**src/rtl/irq_fold_pkg.sv**
```systemverilog
package irq_fold_pkg;
  localparam int ADDR_W = 12;
  localparam int DATA_W = 32;
  localparam int NGRP   = 3;

  localparam int GI_MAIN = 0;
  localparam int GI_USB  = 1;
  localparam int GI_DMA  = 2;

  localparam logic [ADDR_W-1:0] OFS_CFG       = 12'h83C;
  localparam logic [ADDR_W-1:0] OFS_USB_BASE  = 12'h840;
  localparam logic [ADDR_W-1:0] OFS_DMA_BASE  = 12'h850;
  localparam logic [ADDR_W-1:0] OFS_MAIN_BASE = 12'h870;

  typedef enum logic [1:0] {
    SLOT_SRC = 2'd0,
    SLOT_SET = 2'd1,
    SLOT_CLR = 2'd2,
    SLOT_MSK = 2'd3
  } slot_e;

  localparam int BIT_RX  = 8;
  localparam int BIT_TX  = 9;
  localparam int BIT_DMA = 24;
  localparam int BIT_POL = 17;

  localparam logic [DATA_W-1:0] SUM_BITS =
    (DATA_W'(1) << BIT_RX) | (DATA_W'(1) << BIT_TX) | (DATA_W'(1) << BIT_DMA);
endpackage

```
**src/rtl/irq_src_group.sv**
```systemverilog
module irq_src_group #(
  parameter int W = 32,
  parameter logic [W-1:0] MASK_RST = '0
) (
  input  logic         clk,
  input  logic         rst_n,
  input  logic         set_we,
  input  logic         clr_we,
  input  logic         msk_we,
  input  logic [W-1:0] wdata,
  input  logic [W-1:0] hw_evt,
  output logic [W-1:0] src_q,
  output logic [W-1:0] msk_q,
  output logic [W-1:0] pend
);
  logic [W-1:0] src_d;
  logic         src_en;

  always_comb begin
    src_d  = (src_q & ~(clr_we ? wdata : '0)) | (set_we ? wdata : '0) | hw_evt;
    src_en = set_we | clr_we | (|hw_evt);
  end

  always_ff @(posedge clk or negedge rst_n) begin
    if (!rst_n) begin
      src_q <= '0;
      msk_q <= MASK_RST;
    end else begin
      if (src_en) src_q <= src_d;
      if (msk_we) msk_q <= wdata;
    end
  end

  assign pend = src_q & ~msk_q;

  AST_SET_STICKS: assert property (@(posedge clk) disable iff (!rst_n)
    set_we |=> ((src_q & $past(wdata)) == $past(wdata))) else $error("set lost");
  AST_CLR_DROPS: assert property (@(posedge clk) disable iff (!rst_n)
    (clr_we && hw_evt == '0) |=> ((src_q & $past(wdata)) == '0)) else $error("clear lost");
  AST_IDLE_HOLDS: assert property (@(posedge clk) disable iff (!rst_n)
    (!set_we && !clr_we && hw_evt == '0) |=> $stable(src_q)) else $error("spurious change");
endmodule

```
**src/rtl/irq_settle_gate.sv**
```systemverilog
module irq_settle_gate #(
  parameter int SETTLE_CYCLES = 25_000_000
) (
  input  logic clk,
  input  logic rst_n,
  input  logic pwr_on,
  output logic gate_ok
);
  localparam int CW = $clog2(SETTLE_CYCLES + 1);

  logic          pwr_q, busy_q, gate_q;
  logic [CW-1:0] cnt_q;
  logic          busy_d, gate_d;
  logic [CW-1:0] cnt_d;
  logic          pwr_rise;

  assign pwr_rise = pwr_on & ~pwr_q;

  always_comb begin
    busy_d = busy_q;
    gate_d = gate_q;
    cnt_d  = cnt_q;
    if (pwr_rise) begin
      gate_d = 1'b0;
      busy_d = 1'b1;
      cnt_d  = CW'(SETTLE_CYCLES);
    end else if (busy_q) begin
      if (!pwr_on) begin
        busy_d = 1'b0;
      end else if (cnt_q == CW'(1)) begin
        busy_d = 1'b0;
        gate_d = 1'b1;
      end else begin
        cnt_d = cnt_q - CW'(1);
      end
    end
  end

  always_ff @(posedge clk or negedge rst_n) begin
    if (!rst_n) begin
      pwr_q  <= 1'b0;
      busy_q <= 1'b0;
      gate_q <= 1'b0;
      cnt_q  <= '0;
    end else begin
      pwr_q  <= pwr_on;
      busy_q <= busy_d;
      gate_q <= gate_d;
      cnt_q  <= cnt_d;
    end
  end

  assign gate_ok = gate_q;

  AST_RISE_MUTES: assert property (@(posedge clk) disable iff (!rst_n)
    $rose(pwr_on) |=> !gate_ok) else $error("gate open after power rise");
  AST_OPEN_NEEDS_PWR: assert property (@(posedge clk) disable iff (!rst_n)
    $rose(gate_ok) |-> $past(pwr_on)) else $error("gate opened without power");
endmodule

```
**src/rtl/irq_fold_ctrl.sv**
```systemverilog
module irq_fold_ctrl
  import irq_fold_pkg::*;
#(
  parameter int SETTLE_CYCLES = 25_000_000
) (
  input  logic              clk,
  input  logic              rst_n,
  input  logic              pwr_on,
  input  logic              reg_wr,
  input  logic [ADDR_W-1:0] reg_addr,
  input  logic [DATA_W-1:0] reg_wdata,
  output logic [DATA_W-1:0] reg_rdata,
  input  logic [DATA_W-1:0] main_evt,
  input  logic [DATA_W-1:0] usb_evt,
  input  logic [DATA_W-1:0] dma_evt,
  output logic              irq_out
);
  localparam logic [ADDR_W-1:0] GRP_BASE [NGRP] = '{OFS_MAIN_BASE, OFS_USB_BASE, OFS_DMA_BASE};
  localparam int HALF = DATA_W / 2;

  logic rst_s1, rst_s2;
  always_ff @(posedge clk or negedge rst_n) begin
    if (!rst_n) begin
      rst_s1 <= 1'b0;
      rst_s2 <= 1'b0;
    end else begin
      rst_s1 <= 1'b1;
      rst_s2 <= rst_s1;
    end
  end

  logic [DATA_W-1:0] evt_v  [NGRP];
  logic [DATA_W-1:0] src_q  [NGRP];
  logic [DATA_W-1:0] msk_q  [NGRP];
  logic [DATA_W-1:0] pend_v [NGRP];
  logic [NGRP-1:0]   grp_hit;
  slot_e             slot;

  assign evt_v[GI_MAIN] = main_evt;
  assign evt_v[GI_USB]  = usb_evt;
  assign evt_v[GI_DMA]  = dma_evt;
  assign slot = slot_e'(reg_addr[3:2]);

  for (genvar g = 0; g < NGRP; g++) begin : g_grp
    localparam logic [ADDR_W-1:0] BASE = GRP_BASE[g];
    assign grp_hit[g] = (reg_addr[ADDR_W-1:4] == BASE[ADDR_W-1:4]) && (reg_addr[1:0] == 2'b00);
    irq_src_group #(
      .W(DATA_W),
      .MASK_RST((g == GI_MAIN) ? {DATA_W{1'b1}} : {DATA_W{1'b0}})
    ) u_grp (
      .clk    (clk),
      .rst_n  (rst_s2),
      .set_we (reg_wr && grp_hit[g] && slot == SLOT_SET),
      .clr_we (reg_wr && grp_hit[g] && slot == SLOT_CLR),
      .msk_we (reg_wr && grp_hit[g] && slot == SLOT_MSK),
      .wdata  (reg_wdata),
      .hw_evt (evt_v[g]),
      .src_q  (src_q[g]),
      .msk_q  (msk_q[g]),
      .pend   (pend_v[g])
    );
  end

  // configuration register
  logic [DATA_W-1:0] cfg_q, cfg_d;
  logic              cfg_en;
  assign cfg_en = reg_wr && (reg_addr == OFS_CFG);
  assign cfg_d  = reg_wdata;
  always_ff @(posedge clk or negedge rst_s2) begin
    if (!rst_s2)     cfg_q <= '0;
    else if (cfg_en) cfg_q <= cfg_d;
  end

  // summaries fold into the main register view
  logic              sum_tx, sum_rx, sum_dma;
  logic [DATA_W-1:0] main_eff, main_pend;
  logic              any_pend, gate_ok;

  always_comb begin
    sum_tx   = |pend_v[GI_USB][HALF-1:0];
    sum_rx   = |pend_v[GI_USB][DATA_W-1:HALF];
    sum_dma  = |pend_v[GI_DMA];
    main_eff = src_q[GI_MAIN] & ~SUM_BITS;
    main_eff[BIT_TX]  = sum_tx;
    main_eff[BIT_RX]  = sum_rx;
    main_eff[BIT_DMA] = sum_dma;
    main_pend = main_eff & ~msk_q[GI_MAIN];
    any_pend  = |main_pend;
  end

  irq_settle_gate #(.SETTLE_CYCLES(SETTLE_CYCLES)) u_gate (
    .clk     (clk),
    .rst_n   (rst_s2),
    .pwr_on  (pwr_on),
    .gate_ok (gate_ok)
  );

  assign irq_out = gate_ok & (cfg_q[BIT_POL] ? any_pend : ~any_pend);

  // read mux
  always_comb begin
    reg_rdata = '0;
    if (reg_addr == OFS_CFG) reg_rdata = cfg_q;
    for (int g = 0; g < NGRP; g++) begin
      if (grp_hit[g]) begin
        if (slot == SLOT_MSK)  reg_rdata = msk_q[g];
        else if (g == GI_MAIN) reg_rdata = main_eff;
        else                   reg_rdata = src_q[g];
      end
    end
  end

  AST_MUTED_LINE: assert property (@(posedge clk) disable iff (!rst_s2)
    !gate_ok |-> !irq_out) else $error("line active while muted");
endmodule

```
**config.mk**
```make
export PLATFORM = sky130hd
export DESIGN_NAME = irq_fold_ctrl
export DESIGN_NICKNAME = d
export VERILOG_FILES = /design/src/rtl/irq_fold_pkg.sv /design/src/rtl/irq_src_group.sv /design/src/rtl/irq_settle_gate.sv /design/src/rtl/irq_fold_ctrl.sv
export SDC_FILE = /design/constraint.sdc
export NUM_CORES = 1
export LEC_CHECK = 0
export ABC_AREA = 1
export BUFFER_PORTS_ARGS = -buffer_cell sky130_fd_sc_hd__buf_2
export CORE_ASPECT_RATIO = 0.6
export CORE_MARGIN = 4
export CORE_UTILIZATION = 56
export CTS_BUF_LIST = sky130_fd_sc_hd__clkbuf_8 sky130_fd_sc_hd__clkbuf_16
export DETAILED_ROUTE_END_ITERATION = 16
export PLACE_DENSITY = 0.77
export SLEW_MARGIN = 30
export SYNTH_ARGS = -nofsm -noshare
export SYNTH_HDL_FRONTEND = slang
export SYNTH_SLANG_ARGS = --single-unit
```
**constraint.sdc**
```tcl
create_clock -name clk -period 20.8 [get_ports clk]
set_input_delay 4.16 -clock clk [delete_from_list [all_inputs] [get_ports clk]]
set_output_delay 4.16 -clock clk [all_outputs]
set_load 0.005 [all_outputs]
```
==> impl_results.md <==
- Delay-heaviest family, CP: buffers and inverters
- CTS tree: yes
- ANT nets after route: 0
- Dpl hpwl: ~28 mm
- Crit start category: input port
- Syn Std Cell Area: 14,000 µm²
- Via count: 13,123
- Worst Clk Skew: between 10 and 15 ps
- Largest family of logic cells by synthesized area: simple AND/OR/NAND/NOR gates
- Initial drt markers: roughly 1,200
- R2r worst-path depth: 9
- DR pass1 iterations: 5
- Number of clock sinks: around 250
- Critical Path AT: approximately 6800 ps
- Max-slew violation count: 0
- Final Power: roughly 1.1 mW
- Post-Synth XOR/XNOR Area: under 10%
- Crit-path max cell delay: roughly 700 ps
- Synth Area in Adders: less than 1%
- DRT Wirelength: 42.1 mm
- Placer Congestion: approximately 0.87
- Layout area overhead: 12.6%
- Post-synthesis mux area share: 0%
- CP max FO: between 40 and 50
- Fillers: roughly 2,100
- Mapped Nets: just under 2,000
- Final setup viols: 0
- Worst-Skew Late Latency: approximately 530 ps
- Die Ht: about 130 µm
- FMAX: approximately 91 MHz
- Initial antenna violation count: 0
- Die width: around 210 µm
- Proportion of layout cells with a drive suffix above 1: ~17%
- All-layer global routing usage: between 30% and 40%
- Largest net degree at the start of global routing: ~120
- Critical-path top delay cell: inv_2
- Register bit total from synthesis: 251
- WS Path Type: in -> out
- Vias in the first global route: 12,248
- Clock Tree Root: clkbuf_16
- Simple-gate share of the synthesized area: 24.1%
- WL/cell: roughly 18 µm
- Worst path cell trace: buf_2, nand2_4, inv_2, nand3_1, inv_2, nand2_1, and3_1, o21ai_1, buf_2
- H-tree depth: 1
- Post-CTS Setup Bufs: 0
- Layout net count: about 2,100
- Leakage: about 7.6 nW
- Syn. warnings: 0
- # IOs: 177
- Setup crit end kind: primary output
- Register area share after synthesis: about 45%
- Mapped Cells: 1,841
- FF-to-FF End: u_gate.cnt_q[10]
- Critical path depth: 9
- Buf+Inv Stages, Crit Path: 4
- Syn_area_per_cell: ~7.6 µm²
- Hold buffer count at CTS: 0
- Seq. cell area: around 6300 µm²
- Fin crit period: 10,930 ps
- ANT cells: 0
- Post-CTS Resized: 0
- First-pass GRT wire length: ~66 mm
- # rows: 44
- Fin Setup TNS: 0 ps
- RSZ-0062 raised after global routing: false
- Core area: around 24,000 µm²
- DR DRC count: 0
- Outcome: complete, no violations
- Reg2reg start: u_gate.cnt_q[16]
- Register-to-register setup slack: between 15,000 and 20,000 ps
- Worst slew pin tran: around 970 ps
- Worst min path class: reg -> async
- Die area: approximately 28,000 µm²
- Distinct cells, synth: 38
- Peak VDD IR: about 0.074 mV
- Final Cycle Share: a little over half
- Critical Path RT: approximately 17,000 ps
- Hold Fails Final Rpt: 0
- CTS max path bufs: 3
- Worst-path clk slew: ~70 ps
- Area of the multi-input gates: 6320 µm²
- GRT Residual Overflow: 0
- Initial Util: a little under three fifths
- Port Buffers: around 170
- Pwr dens: just under 70 nW/µm²
- DR vias/cell: between 5 and 6
- Cts bufs inserted: 25
- Compound-Gate Fraction of Synth Area: 19.7%
- Normalized max-slew margin: a little over a third
- Max-capacitance violation count: 0
==> final cells by class <==
| type | count | share of cell area [%] |
|---|---|---|
| Clock buffer | 30 | 4.41 |
| Sequential cell | 251 | 40.2 |
| Tap cell | 322 | 2.56 |
| Inverter | 235 | 5.61 |
| Clock inverter | 15 | 0.731 |
| Timing Repair Buffer | 187 | 6.42 |
| Multi-Input combinational cell | 1263 | 40.1 |
==> cells in the mapped netlist <==
cell type  instances  share of area, %
dfrtp_1          219                39
o21ai_1          153               5.5
nor3_2             2              0.14
nand2_4            2              0.16
buf_1              4              0.11
nor3b_2            1             0.089
nor4_1             1             0.045
ha_1               2              0.18
or2_2              3              0.13
nand3_2            3              0.21
nand2_1          526                14
o22ai_1            1             0.045
nand4_1           38               1.7
nand2_2            3              0.13
buf_6             15               1.2
o211ai_1          57               3.1
a21oi_1           13              0.47
o211ai_2          10              0.89
xnor2_1            1             0.063
nor2_1            84               2.3
and3_1            23               1.0
buf_2             30               1.1
nor3_4             1              0.12
or2_1              1             0.045
conb_1             1             0.027
xor2_1            15              0.94
nand3b_1          35               1.9
inv_2              7              0.19
o31ai_1            5              0.27
nand3_1           39               1.4
inv_1            228               6.1
o21ai_0          193               6.9
nand3_4            3              0.38
nor2_2             3              0.13
nor3_1             3              0.11
dfstp_2           32               6.0
o21ai_2           41               2.6
clkbuf_1          43               1.2
==> placed cells by master, fill, tap and decap left out, drive strengths merged, types with 30 or more instances in the layout <==
| master | count |
|---|---|
| buf | 187 |
| clkbuf | 30 |
| dfrtp | 219 |
| dfstp | 32 |
| inv | 242 |
| nand2 | 531 |
| nand3 | 45 |
| nand3b | 35 |
| nand4 | 38 |
| nor2 | 87 |
| o211ai | 67 |
| o21ai | 387 |
==> per-stage QoR <==
stage                     cells  cell area [µm²]  hold slack, ps  util, %  setup slack [ps]
after detailed placement   2256            14900             354     61.0              9970
after floorplan            1841            14000             331        -             11420
after global placement     2256            14900             337     61.0              9990
after global routing       2303            15800             220     64.6              9680
after CTS                  2301            15700             373     64.4              9960
final                      2303            15800             202     64.6              9870
==> kinds of logic (layout without fill, tap and decap cells) <==
family / Yosys count / in the layout
xor+xnor: 16 / 16
fa+ha+maj: 2 / 2
simple gates: 771 / 771
buf+inv: 327 / 467
other cells: 1 / 1
flops: 251 / 251
compound gates: 473 / 473
==> worst max-delay path by stage <==
stage / from / endpoint
2_1_floorplan: reg_addr[7] / reg_rdata[10]
3_3_place_gp: reg_addr[7] / reg_rdata[9]
3_5_place_dp: reg_addr[3] / reg_rdata[18]
4_1_cts: reg_addr[7] / reg_rdata[9]
5_1_grt: reg_addr[3] / reg_rdata[14]
6_report: reg_addr[3] / reg_rdata[18]
==> flip-flops by register name, indices dropped and copies added, names as in the netlist <==
register,flops
rst_s2,1
g_grp.u_grp.src_q,93
u_gate.busy_q,1
g_grp.u_grp.msk_q,96
u_gate.pwr_q,1
u_gate.gate_ok,1
cfg_q,32
u_gate.cnt_q,25
rst_s1,1
==> routing by layer <==
| layer | part of all wire [%] | GRT usage (%) | vias to the layer above |
|---|---|---|---|
| li1 | - | - | 6259 |
| met1 | 47 | 46.7 | 6227 |
| met2 | 43 | 44.5 | 574 |
| met3 | 9.1 | 5.87 | 63 |
| met4 | 1.7 | 6.13 | 0 |
| met5 | 0 | 0 | - |
==> worst reg2reg max path, delay by kind of cell (launching register included) <==
kind            cells  cell delay (ps)
compound gates      1               70
buf+inv             1              280
flops               1              450
simple gates        7             1140
==> where the power goes <==
part           internal [mW]  switching (mW)
clock                  0.260           0.197
sequential             0.501          0.0145
combinational         0.0393          0.0856
Power figures use the tool's default switching activity.
